File: config.mk
export PLATFORM = sky130hd
export DESIGN_NAME = bpu_next_pc
export DESIGN_NICKNAME = d
export VERILOG_FILES = /design/src/rtl/bpu_pkg.sv /design/src/rtl/bpu_cond_eval.sv /design/src/rtl/bpu_target_gen.sv /design/src/rtl/bpu_next_pc.sv
export SDC_FILE = /design/constraint.sdc
export NUM_CORES = 1
export LEC_CHECK = 0
export ABC_AREA = 1
export BUFFER_PORTS_ARGS = -buffer_cell sky130_fd_sc_hd__buf_2
export CELL_PAD_IN_SITES_DETAIL_PLACEMENT = 2
export CELL_PAD_IN_SITES_GLOBAL_PLACEMENT = 2
export CORE_MARGIN = 2
export CORE_UTILIZATION = 25
export DETAILED_ROUTE_END_ITERATION = 8
export PLACE_DENSITY = 0.95
export SYNTH_ARGS = -nofsm -noshare
export SYNTH_HDL_FRONTEND = slang
export SYNTH_SLANG_ARGS = --single-unit
File: constraint.sdc
create_clock -name vclk -period 4.7
set_input_delay 0.47 -clock vclk [all_inputs]
set_output_delay 0.47 -clock vclk [all_outputs]
set_load 0.01 [all_outputs]
File: src/rtl/bpu_pkg.sv
package bpu_pkg;
  typedef enum logic [2:0] {
    BK_SEQ  = 3'd0,
    BK_CBZ  = 3'd1,
    BK_CBNZ = 3'd2,
    BK_COND = 3'd3,
    BK_JMP  = 3'd4,
    BK_JREG = 3'd5,
    BK_CALL = 3'd6,
    BK_RSVD = 3'd7
  } br_kind_e;

  typedef struct packed {
    logic n;
    logic z;
    logic c;
    logic v;
  } nzcv_t;
endpackage

File: src/rtl/bpu_cond_eval.sv
module bpu_cond_eval
  import bpu_pkg::*;
(
  input  logic [3:0] cond_i,
  input  nzcv_t      flags_i,
  output logic       hit_o
);
  logic [7:0] base;
  logic       inv;

  // code[3:1] picks a base test, code[0] inverts it except for the always pair
  always_comb begin
    base[0] = flags_i.z;
    base[1] = flags_i.c;
    base[2] = flags_i.n;
    base[3] = flags_i.v;
    base[4] = flags_i.c & ~flags_i.z;
    base[5] = (flags_i.n == flags_i.v);
    base[6] = ~flags_i.z & (flags_i.n == flags_i.v);
    base[7] = 1'b1;
  end

  assign inv   = cond_i[0] & (cond_i[3:1] != 3'b111);
  assign hit_o = base[cond_i[3:1]] ^ inv;
endmodule

File: src/rtl/bpu_target_gen.sv
module bpu_target_gen #(
  parameter int XLEN  = 64,
  parameter int OFF_W = 19,
  parameter int SHIFT = 2
) (
  input  logic [XLEN-1:0]  pc_i,
  input  logic [OFF_W-1:0] off_i,
  output logic [XLEN-1:0]  tgt_o
);
  localparam int EXT_W = XLEN - OFF_W - SHIFT;

  logic [XLEN-1:0] disp;

  assign disp  = {{EXT_W{off_i[OFF_W-1]}}, off_i, {SHIFT{1'b0}}};
  assign tgt_o = pc_i + disp;
endmodule

File: src/rtl/bpu_next_pc.sv
module bpu_next_pc
  import bpu_pkg::*;
#(
  parameter int XLEN   = 64,
  parameter int JMP_W  = 26,
  parameter int CB_W   = 19,
  parameter int INSN_B = 4
) (
  input  logic [XLEN-1:0]  pc_i,
  input  logic [2:0]       kind_i,
  input  logic [3:0]       cond_i,
  input  logic [JMP_W-1:0] imm_i,
  input  logic [XLEN-1:0]  test_val_i,
  input  logic [XLEN-1:0]  reg_tgt_i,
  input  logic [3:0]       flags_i,
  output logic [XLEN-1:0]  next_pc_o,
  output logic             taken_o,
  output logic             link_we_o,
  output logic [XLEN-1:0]  link_data_o
);
  localparam int SHIFT = $clog2(INSN_B);

  br_kind_e        kind;
  logic [XLEN-1:0] seq_pc;
  logic [XLEN-1:0] cb_tgt;
  logic [XLEN-1:0] jmp_tgt;
  logic            cond_hit;
  logic            is_zero;

  assign kind    = br_kind_e'(kind_i);
  assign seq_pc  = pc_i + XLEN'(INSN_B);
  assign is_zero = (test_val_i == '0);

  bpu_target_gen #(.XLEN(XLEN), .OFF_W(CB_W), .SHIFT(SHIFT)) i_cb_tgt (
    .pc_i (pc_i),
    .off_i(imm_i[CB_W-1:0]),
    .tgt_o(cb_tgt)
  );

  bpu_target_gen #(.XLEN(XLEN), .OFF_W(JMP_W), .SHIFT(SHIFT)) i_jmp_tgt (
    .pc_i (pc_i),
    .off_i(imm_i),
    .tgt_o(jmp_tgt)
  );

  bpu_cond_eval i_cond (
    .cond_i (cond_i),
    .flags_i(nzcv_t'(flags_i)),
    .hit_o  (cond_hit)
  );

  always_comb begin
    taken_o   = 1'b0;
    next_pc_o = seq_pc;
    unique case (kind)
      BK_CBZ:  taken_o = is_zero;
      BK_CBNZ: taken_o = ~is_zero;
      BK_COND: taken_o = cond_hit;
      BK_JMP, BK_JREG, BK_CALL: taken_o = 1'b1;
      default: taken_o = 1'b0;
    endcase
    if (taken_o) begin
      unique case (kind)
        BK_JREG:         next_pc_o = reg_tgt_i;
        BK_JMP, BK_CALL: next_pc_o = jmp_tgt;
        default:         next_pc_o = cb_tgt;
      endcase
    end
  end

  assign link_we_o   = (kind == BK_CALL);
  assign link_data_o = seq_pc;
endmodule

* After elaboration in Yosys (flattened, before gate mapping)
Cells that the tools add are included.
** Word-level totals
- Bits in registers :: 0
- Output and inout port bits :: 130
** Cells by class
- Add/subtract/negate cells :: 3
- $lt $le $gt $ge :: 1
- Equal/unequal tests :: 8
- Mux-type cells :: 5
- Bitwise operators :: 6
- Reduce and logical (&&, ||, !) cells :: 3
** Operator list (number)
- $add A64 B64 Y64 :: 2
- $pmux W64 S2 :: 1
- $add A64 B3 Y64 const B :: 1
- $logic_not A64 Y1 :: 1
- $mux W64 :: 1
- $eq A3 B3 Y1 const B :: 3
- $eq A3 B2 Y1 const B :: 2
- $lt A3 B4 Y1 const B :: 1
- $pmux W1 S4 :: 1
- $and A1 B1 Y1 :: 3
- $bmux W1 S3 :: 1
- $eq A3 B1 Y1 const B :: 1
- $ne A3 B3 Y1 const B :: 1
- $reduce_or A3 Y1 :: 1
- $not A1 Y1 :: 2
- $reduce_or A2 Y1 :: 1
- $eq A1 B1 Y1 :: 1
- $mux W1 :: 1
- $xor A1 B1 Y1 :: 1

* Depth between registers and ports, before layout
Gate-level depths: netlist of run 1.
- Depth after elaboration :: 7
- Depth in mapped cells :: 20
- Depth with buffers taken out :: 20

* Modules after synthesis
From an unflattened synthesis of run 1, not the netlist that was laid out.
** Unflattened totals
- Cell total of the unflattened synthesis :: 3478
- Area, all modules :: 15999.1 sq um
** By module, submodules not included
- bpu_target_gen at i_jmp_tgt :: times used 1, cells an instance 1228, area each 5716.7 sq um, seq. area each 0.0 sq um
- bpu_target_gen at i_cb_tgt :: times used 1, cells an instance 1225, area each 5667.9 sq um, seq. area each 0.0 sq um
- bpu_next_pc :: times used 1, cells an instance 994, area each 4476.8 sq um, seq. area each 0.0 sq um
- bpu_cond_eval :: times used 1, cells an instance 31, area each 137.6 sq um, seq. area each 0.0 sq um

* Worst setup path after synthesis of run 1
OpenSTA, ideal clock, no wires.
- Kind :: in2out
- From :: input kind_i[0]
- To :: output next_pc_o[51]
- Arrival time :: 3.013 ns
- Data required time :: 4.230 ns
- Slack :: 1.217 ns
- Stages :: 16
- Buffers on the path :: 0
- Cell sequence :: inv_1 nand2_1 nand2_1 o21ai_0 inv_1 ha_1 nand2_1 nor2_1 inv_1 nor3_1 nand2_1 nor2_1 nand2_1 nand3_1 nand3_1 a21oi_1
** Between the ends
- Cells in the longest elaborated chain, start to end :: 4
- Elaborated cells between the ends (all ways) :: 11
** RTL lines
- start, declared :: RTL line bpu_next_pc.sv:10 : input logic [2:0] kind_i,
- $eq A3 B3 Y1 :: RTL line bpu_next_pc.sv:55, bpu_next_pc.sv:63
- $reduce_or A3 Y1 or $reduce_or A2 Y1 (tied branches) :: RTL line bpu_next_pc.sv:55, bpu_next_pc.sv:63
- $pmux W1 S4 or $pmux W64 S2 (tied branches) :: RTL line bpu_next_pc.sv:55, bpu_next_pc.sv:63
- $mux W64 (*) :: RTL line bpu_next_pc.sv:62 : if (taken_o) begin
- end, declared :: RTL line bpu_next_pc.sv:16 : output logic [XLEN-1:0] next_pc_o,
Mark *: on every way between the ends. The rest lies on a longest branch, timed or not.

* Worst setup path after layout of run 1
- From :: input kind_i[0]
- To :: output next_pc_o[28]
Same word-level chain as after synthesis.

==> metrics.txt, run 1 <==
Least-Margin Pin Slew around 0.75 ns; syn nets approximately 2,300; fin. max-slew vios 0; Area Overhead vs Synth 25.2%; worst vdd ir 0.0442 mV; register area 0 sq um; Distinct cells, synth 38; Die Y 199 microns; area of the multi-input gates approximately 7900 sq um; type of the most critical hold path in2out; max-cap violation count 0; grt ovf 0; crit end category output port; CP Launch Point kind_i[0]; Mean Syn Cell Area ~4.7 sq um; Starting DRT DRC Count between 700 and 800; DR pass1 iterations 5; Post-route DRC 0; Seq/Total Area, Yosys 0%; initial core utilization 25.3%; DP Worst Slack 0.119 ns; clock buffer count 0; Final nets approximately 2,700; I/O Pins roughly 360; antenna violations before repair 8; Fillers 5,180; Pwr Total around 1.8 mW; via count between 10,000 and 15,000; synth warn 0; FF+latch count 0; full die area 39,500 sq um; vias per cell between 5 and 6; post-synth design cell area between 9000 and 10,000 sq um; number of placement rows between 70 and 80; max frequency around 230 MHz; Final Hold Fails 0; Final GP Congestion 0.997; Critical Path RT 4.23 ns; hold-fix buffers at CTS 0; Leak approximately 7.4 nW; number of routed nets with antenna violations 0; most frequent cells in the layout nand2_1 (822), inv_1 (381), buf_2 (359); Setup CP Type in2out; power density cells about 150 nW/um^2; CP max FO 38; HPWL Detailed between 60,000 and 70,000 microns; fin crit share between 90% and 100%; largest net degree at the start of global routing 70; core box area between 30,000 and 40,000 sq um; Total GRT Usage between 30% and 40%; I/O Buffers 359; # setup viols final 0; routed len/inst 23.1 microns; first-pass GRT wire length a little under 100,000 microns; most common cell after layout, fill and taps aside nand2_1; arrival time worst endpoint roughly 4 ns; fin crit period around 4.4 ns; Post-Syn Instances between 2,000 and 2,500; setup bufs post-CTS 0; die span in x between 150 and 200 microns; post-route setup slack ~0.28 ns; final wirelength 66,700 microns; status finished clean; critical path startpoint category primary input; vias in the first global route roughly 16,000; min-delay src pc_i[0]; Fin Setup TNS 0 ns; share of cells above drive strength 1 ~17%; Rel. slew slack about half
through the flow:
step           instance area [sq um]  hold WS [ns]  util [%]  cells
2_1_floorplan                   9480         0.991         -   2037
3_3_place_gp                   11800          1.14      31.5   2888
3_5_place_dp                   11800          1.15      31.5   2888
4_1_cts                        11800          1.15      31.5   2888
5_1_grt                        11900          1.16      31.7   2895
6_report                       11900          1.16      31.7   2895
worst paths after layout:
| kind | end | slack [ns] | depth (start not counted) |
|---|---|---|---|
| min | link_data_o[0] | 1.16 | 2 |
| max | next_pc_o[28] | 0.28 | 16 |
kinds of logic after synthesis:
logic type                 after synthesis  synth area share, %
and+or+nand+nor                       1342                 58.5
xor gates and xnor gates                85                 7.93
muxes                                    3                0.317
adders and majority gates               67                 8.92
AOI/OAI and AO/OA                      121                 6.83
buffers and inverters                  419                 17.5
worst max-delay path, stage by stage:
cell	delay [ns]
buf_2	0.09
inv_1	0.06
nand2_1	0.27
nand2_1	0.23
o21ai_0	0.20
inv_1	0.13
buf_12	0.21
ha_1	0.38
nand2_1	0.14
nor3_1	0.57
a21oi_1	0.17
nand2_1	0.25
xor2_1	0.42
o21ai_0	0.14
nand2_1	0.08
buf_2	0.13
Yosys cell counts (6+ instances only):
cell      count  area [sq um]
nand3_1     113           566
o21ai_1       6          30.0
nor2_1      290          1090
o211ai_1     11          82.6
buf_6         9           101
xnor2_1      31           272
o21ai_0      47           235
inv_2        10          37.5
clkbuf_1     10          37.5
nand3b_1      6          45.0
nor3_1       37           185
nand4_1      32           200
inv_1       381          1430
a21oi_1      51           255
nor3_2        8          80.1
xor2_1       53           464
ha_1         66           826
nand2_1     822          3090
area by class of cell:
type | instances | share of cell area [%]
Antenna cell | 7 | 0.148
Inverter | 391 | 12.4
Multi-Input combinational cell | 1618 | 66.2
Tap cell | 511 | 5.39
Timing Repair Buffer | 368 | 15.9
timing repair:
action / 4_1_cts / 5_1_grt
endpoints found under the hold margin: 0 / 0
endpoints found under the setup margin: 0 / 8
gates resized for setup: 0 / 7
per-layer routing:
metal	wire length (microns)	vias to the layer above	part of all wire, %	GRT usage [%]
li1	-	6870	-	-
met1	28600	7225	43	40.2
met2	32500	489	49	59.6
met3	3170	120	4.7	2.32
met4	2490	2	3.7	11.0
met5	13	-	0.019	0
power by group:
group	switching [mW]	internal (mW)	leakage, nW
clock	0	0.000000200	0.0000444
combinational	1.26	0.542	7.36
sequential	0	0	0
Power figures use the tool's default switching activity.
==> run 2, diff against run 1 <==
--- a/config.mk
+++ b/config.mk
@@ -7,12 +7,10 @@
 export LEC_CHECK = 0
 export ABC_AREA = 1
 export BUFFER_PORTS_ARGS = -buffer_cell sky130_fd_sc_hd__buf_2
-export CELL_PAD_IN_SITES_DETAIL_PLACEMENT = 2
-export CELL_PAD_IN_SITES_GLOBAL_PLACEMENT = 2
 export CORE_MARGIN = 2
-export CORE_UTILIZATION = 25
+export CORE_UTILIZATION = 45
 export DETAILED_ROUTE_END_ITERATION = 8
-export PLACE_DENSITY = 0.95
+export PLACE_DENSITY = 0.81
 export SYNTH_ARGS = -nofsm -noshare
 export SYNTH_HDL_FRONTEND = slang
 export SYNTH_SLANG_ARGS = --single-unit
==> run 2 against run 1 <==
Against the previous run: utilization rose by 24 points; final area decreased by 2.9%; sequential share of layout area is the same; power down 7.3%; global-route usage grew 12 points; highest routed layer is now met4.
==> metrics.txt, run 2 (same netlist as run 1, synthesis figures left out) <==
slowest CP cell nor3_1; GRT met3 Usage between 10% and 20%; RSZ-0062 raised after global routing false; fin. max-slew vios 0; Die Y 149 microns; I/O Pins around 360; most frequent cells in the layout nand2_1 (822), inv_1 (381), buf_2 (359); first-pass GRT wire length 74,000 microns; M1 GR Usage between 50% and 60%; Post-route DRC 0; Fillers 2,306; critical path startpoint category primary input; # setup viols final 0; busiest grt layer met2; DP Worst Slack 0.510 ns; CP Buf/Inv Count 5; crit end category output port; Critical Path, Cell by Cell buf_2, inv_1, nand2_1, nand2_1, o21ai_0, inv_1, buf_12, ha_1, nand2_1, nor3_1, nand2_1, nor2_1, nand2_1, nand3_1, nand3_1, nand2_1, nand2_1, buf_2; Leak around 7.3 nW; delay of the slowest critical-path stage about 0.5 ns; power density cells ~150 nW/um^2; grt ovf 0; core box area between 20,000 and 25,000 sq um; max-cap violation count 0; via count 14,400; fin crit period 4.39 ns; number of routed nets with antenna violations 0; CP dominant cell by count nand2_1; I/O Buffers between 300 and 400; Critical Path RT roughly 4.2 ns; full die area ~22,000 sq um; routed len/inst roughly 19 microns; Rel. slew slack 51.6%; Total GRT Usage between 40% and 50%; number of placement rows 53; DR pass1 iterations 7; status finished clean; antenna violations before repair 2; Starting DRT DRC Count 1,548; cell area after placement about 12,000 sq um; setup bufs post-CTS 0; CTS resizes 0; share of cells above drive strength 1 about 17%; most common cell after layout, fill and taps aside nand2_1; clock buffer count 0; Final GP Congestion ~1.1; worst vdd ir ~0.1 mV; die span in x ~150 microns; Setup CP Type in2out; initial core utilization between 40% and 50%; post-route setup slack just over 0.3 ns; CP max FO 38; FF+latch count 0; HPWL Detailed approximately 45,000 microns; max frequency about 230 MHz; register area 0 sq um; met2 Usage GRT between 60 and 70%; arrival time worst endpoint 3.92 ns; Area Overhead vs Synth 21.6%; Util after Layout between 50 and 60%; delay-heaviest family, CP simple AND/OR/NAND/NOR gates; Final nets between 2,000 and 3,000; vias in the first global route ~13,000; vias per cell ~5.4; final wirelength between 50,000 and 60,000 microns; hold-fix buffers at CTS 0; Fin Setup TNS 0 ns; Final Hold Fails 0; fin crit share between 90 and 100%; type of the most critical hold path in2out; Least-Margin Pin Slew 0.723 ns; Design Area, Final roughly 12,000 sq um; largest net degree at the start of global routing 45
[run 2: changes by cell type in the layout (fill, tap and decap cells not counted)]
cell,change
a21oi_1,+1
a21oi_2,-1
buf_12,-1
buf_4,+1
diode_2,-5
nor3_1,+2
nor3_2,-2
nor4_1,+1
nor4_4,-1
o21ai_0,+2
o21ai_1,-2
[run 2: worst paths after layout]
check / start / endpoint / depth (start not counted)
max: kind_i[0] / next_pc_o[59] / 18
min: pc_i[1] / link_data_o[1] / 2
[run 2: per-stage QoR]
step | power (mW) | hold WS [ns] | cells
final | 1.67 | 1.15 | 2654
after floorplan | 0.960 | 0.991 | 2037
after detailed placement | 1.60 | 1.14 | 2652
after global placement | 1.59 | 1.14 | 2652
after CTS | 1.60 | 1.15 | 2652
after global routing | 1.81 | 1.17 | 2654
[run 2: layout make-up]
type / count / area, sq um / share of cell area [%]
multi-input combinational: 1618 / 7830 / 67.9
timing repair buffer: 368 / 1880 / 16.3
antenna: 2 / 5.00 / 0.0434
inverter: 391 / 1470 / 12.7
tap: 275 / 344 / 2.99
[run 2: report_power, final]
part	internal [mW]	switching, mW	leakage, nW
logic	0.533	1.14	7.35
clock network	0.0000000569	0	0.0000127
registers	0	0	0
total	0.533	1.14	7.35
[run 2: routing by layer]
metal | routed length (microns) | vias to the layer above
li1 | - | 6886
met1 | 19900 | 6351
met2 | 21400 | 954
met3 | 7060 | 174
met4 | 2900 | 0
met5 | 0 | -
==> run 3, diff against run 2 <==
--- a/config.mk
+++ b/config.mk
@@ -11,6 +11,7 @@
 export CORE_UTILIZATION = 45
 export DETAILED_ROUTE_END_ITERATION = 8
 export PLACE_DENSITY = 0.81
+export RECOVER_POWER = 25
 export SYNTH_ARGS = -nofsm -noshare
 export SYNTH_HDL_FRONTEND = slang
 export SYNTH_SLANG_ARGS = --single-unit
==> run 3 against run 2 <==
Against the previous run: power down 0.17%; routed wire length rose by 0.28%; global-route usage is the same; non-clock buffer count stayed put; worst hold slack better by 0.016 ns; sequential share of layout area unchanged; critical path depth did not move; combinational power about the same; largest cell class unchanged; largest power group unchanged; highest routed layer unchanged.
==> metrics.txt, run 3 (same netlist as run 1, synthesis figures left out) <==
CP Buf/Inv Count 5; antenna violations before repair 2; fin. max-slew vios 0; most common cell after layout, fill and taps aside nand2_1; # setup viols final 0; vias in the first global route ~13,000; number of placement rows between 50 and 60; largest net degree at the start of global routing 45; I/O Pins approximately 360; Critical Path RT 4.23 ns; top routing layer in use met4; Least-Margin Pin Slew a little over 0.7 ns; Finished Layout Cells 2,654; max frequency 228 MHz; RSZ-0062 raised after global routing false; CP max FO 38; Starting DRT DRC Count roughly 1,600; arrival time worst endpoint between 3 and 4 ns; full die area between 20,000 and 25,000 sq um; slowest CP cell ha_1; fin crit share between 90% and 100%; Pwr Total around 1.7 mW; power density cells between 100 and 150 nW/um^2; routed len/inst 19.4 microns; Total GRT Usage ~44%; Leak 7.27 nW; fin crit period 4.39 ns; via count about 14,000; Post-route DRC 0; type of the most critical hold path in2out; Area Overhead vs Synth 20.8%; Final Hold Fails 0; I/O Buffers between 300 and 400; setup bufs post-CTS 0; Rel. slew slack between 50% and 60%; most frequent cells in the layout nand2_1 (823), inv_1 (382), buf_2 (336); share of cells above drive strength 1 between 15 and 20%; FF+latch count 0; Util after Layout roughly 55%; core box area 20,800 sq um; HPWL Detailed roughly 45,000 microns; first-pass GRT wire length around 74,000 microns; # placed instances 2,652; critical path startpoint category primary input; final wirelength 51,500 microns; Critical Path, Cell by Cell buf_2, inv_1, nand2_1, nand2_1, o21ai_0, inv_1, buf_12, ha_1, nand2_1, nor3_1, nand2_1, nor2_1, nand2_1, nand3_1, nand3_1, nand2_1, nand2_1, buf_2; delay of the slowest critical-path stage approximately 0.45 ns; hold path cells 2; DP Worst Slack ~0.51 ns; initial core utilization a little under half; CP dominant cell by count nand2_1; die span in x about 150 microns; Die Y 149 microns; CTS resizes 0; Fin Setup TNS 0 ns; delay-heaviest family, CP simple AND/OR/NAND/NOR gates; register area 0 sq um; Final GP Congestion 1.12; Worst path depth 18; Setup CP Type in2out; M1 wire length roughly 20,000 microns; clock buffer count 0; cell area after placement 11,500 sq um; Final nets between 2,000 and 3,000; max-cap violation count 0; hold slack between 1 and 1.5 ns; DR pass1 iterations 7; worst vdd ir slightly above 0.1 mV; crit end category output port; vias per cell roughly 5.4; Design Area, Final 11,400 sq um; status finished clean; DR WL met2 approximately 22,000 microns; hold-fix buffers at CTS 0; number of routed nets with antenna violations 0; grt ovf 0; DR WL met3 about 7300 microns; post-route setup slack between 0.3 and 0.4 ns; Fillers between 2,000 and 2,500
run 3: changes by cell type in the layout (fill, tap and decap cells not counted), sizes merged:
cell / before / now
buf: 368 / 345
clkbuf: 0 / 23
run 3: area by class of cell:
type,count,area [sq um],share of cell area (%)
antenna,2,5.00,0.0437
multi-input combinational,1618,7780,68.0
tap,275,344,3.01
inverter,391,1470,12.8
timing repair buffer,368,1850,16.1
run 3: final timing paths:
check | startpoint | endpoint | slack (ns)
setup / recovery | kind_i[0] | next_pc_o[59] | 0.31
hold / removal | pc_i[1] | link_data_o[1] | 1.16
run 3: per-layer routing:
layer	up-vias	GRT usage, %
met5	-	0
met4	0	20.0
met3	188	11.8
met2	985	68.7
met1	6369	57.4
li1	6877	-
run 3: where the power goes:
| part | internal [mW] | switching, mW |
|---|---|---|
| Clock | 0.0000000570 | 0 |
| Sequential | 0 | 0 |
| Combinational | 0.530 | 1.14 |
| Total | 0.530 | 1.14 |
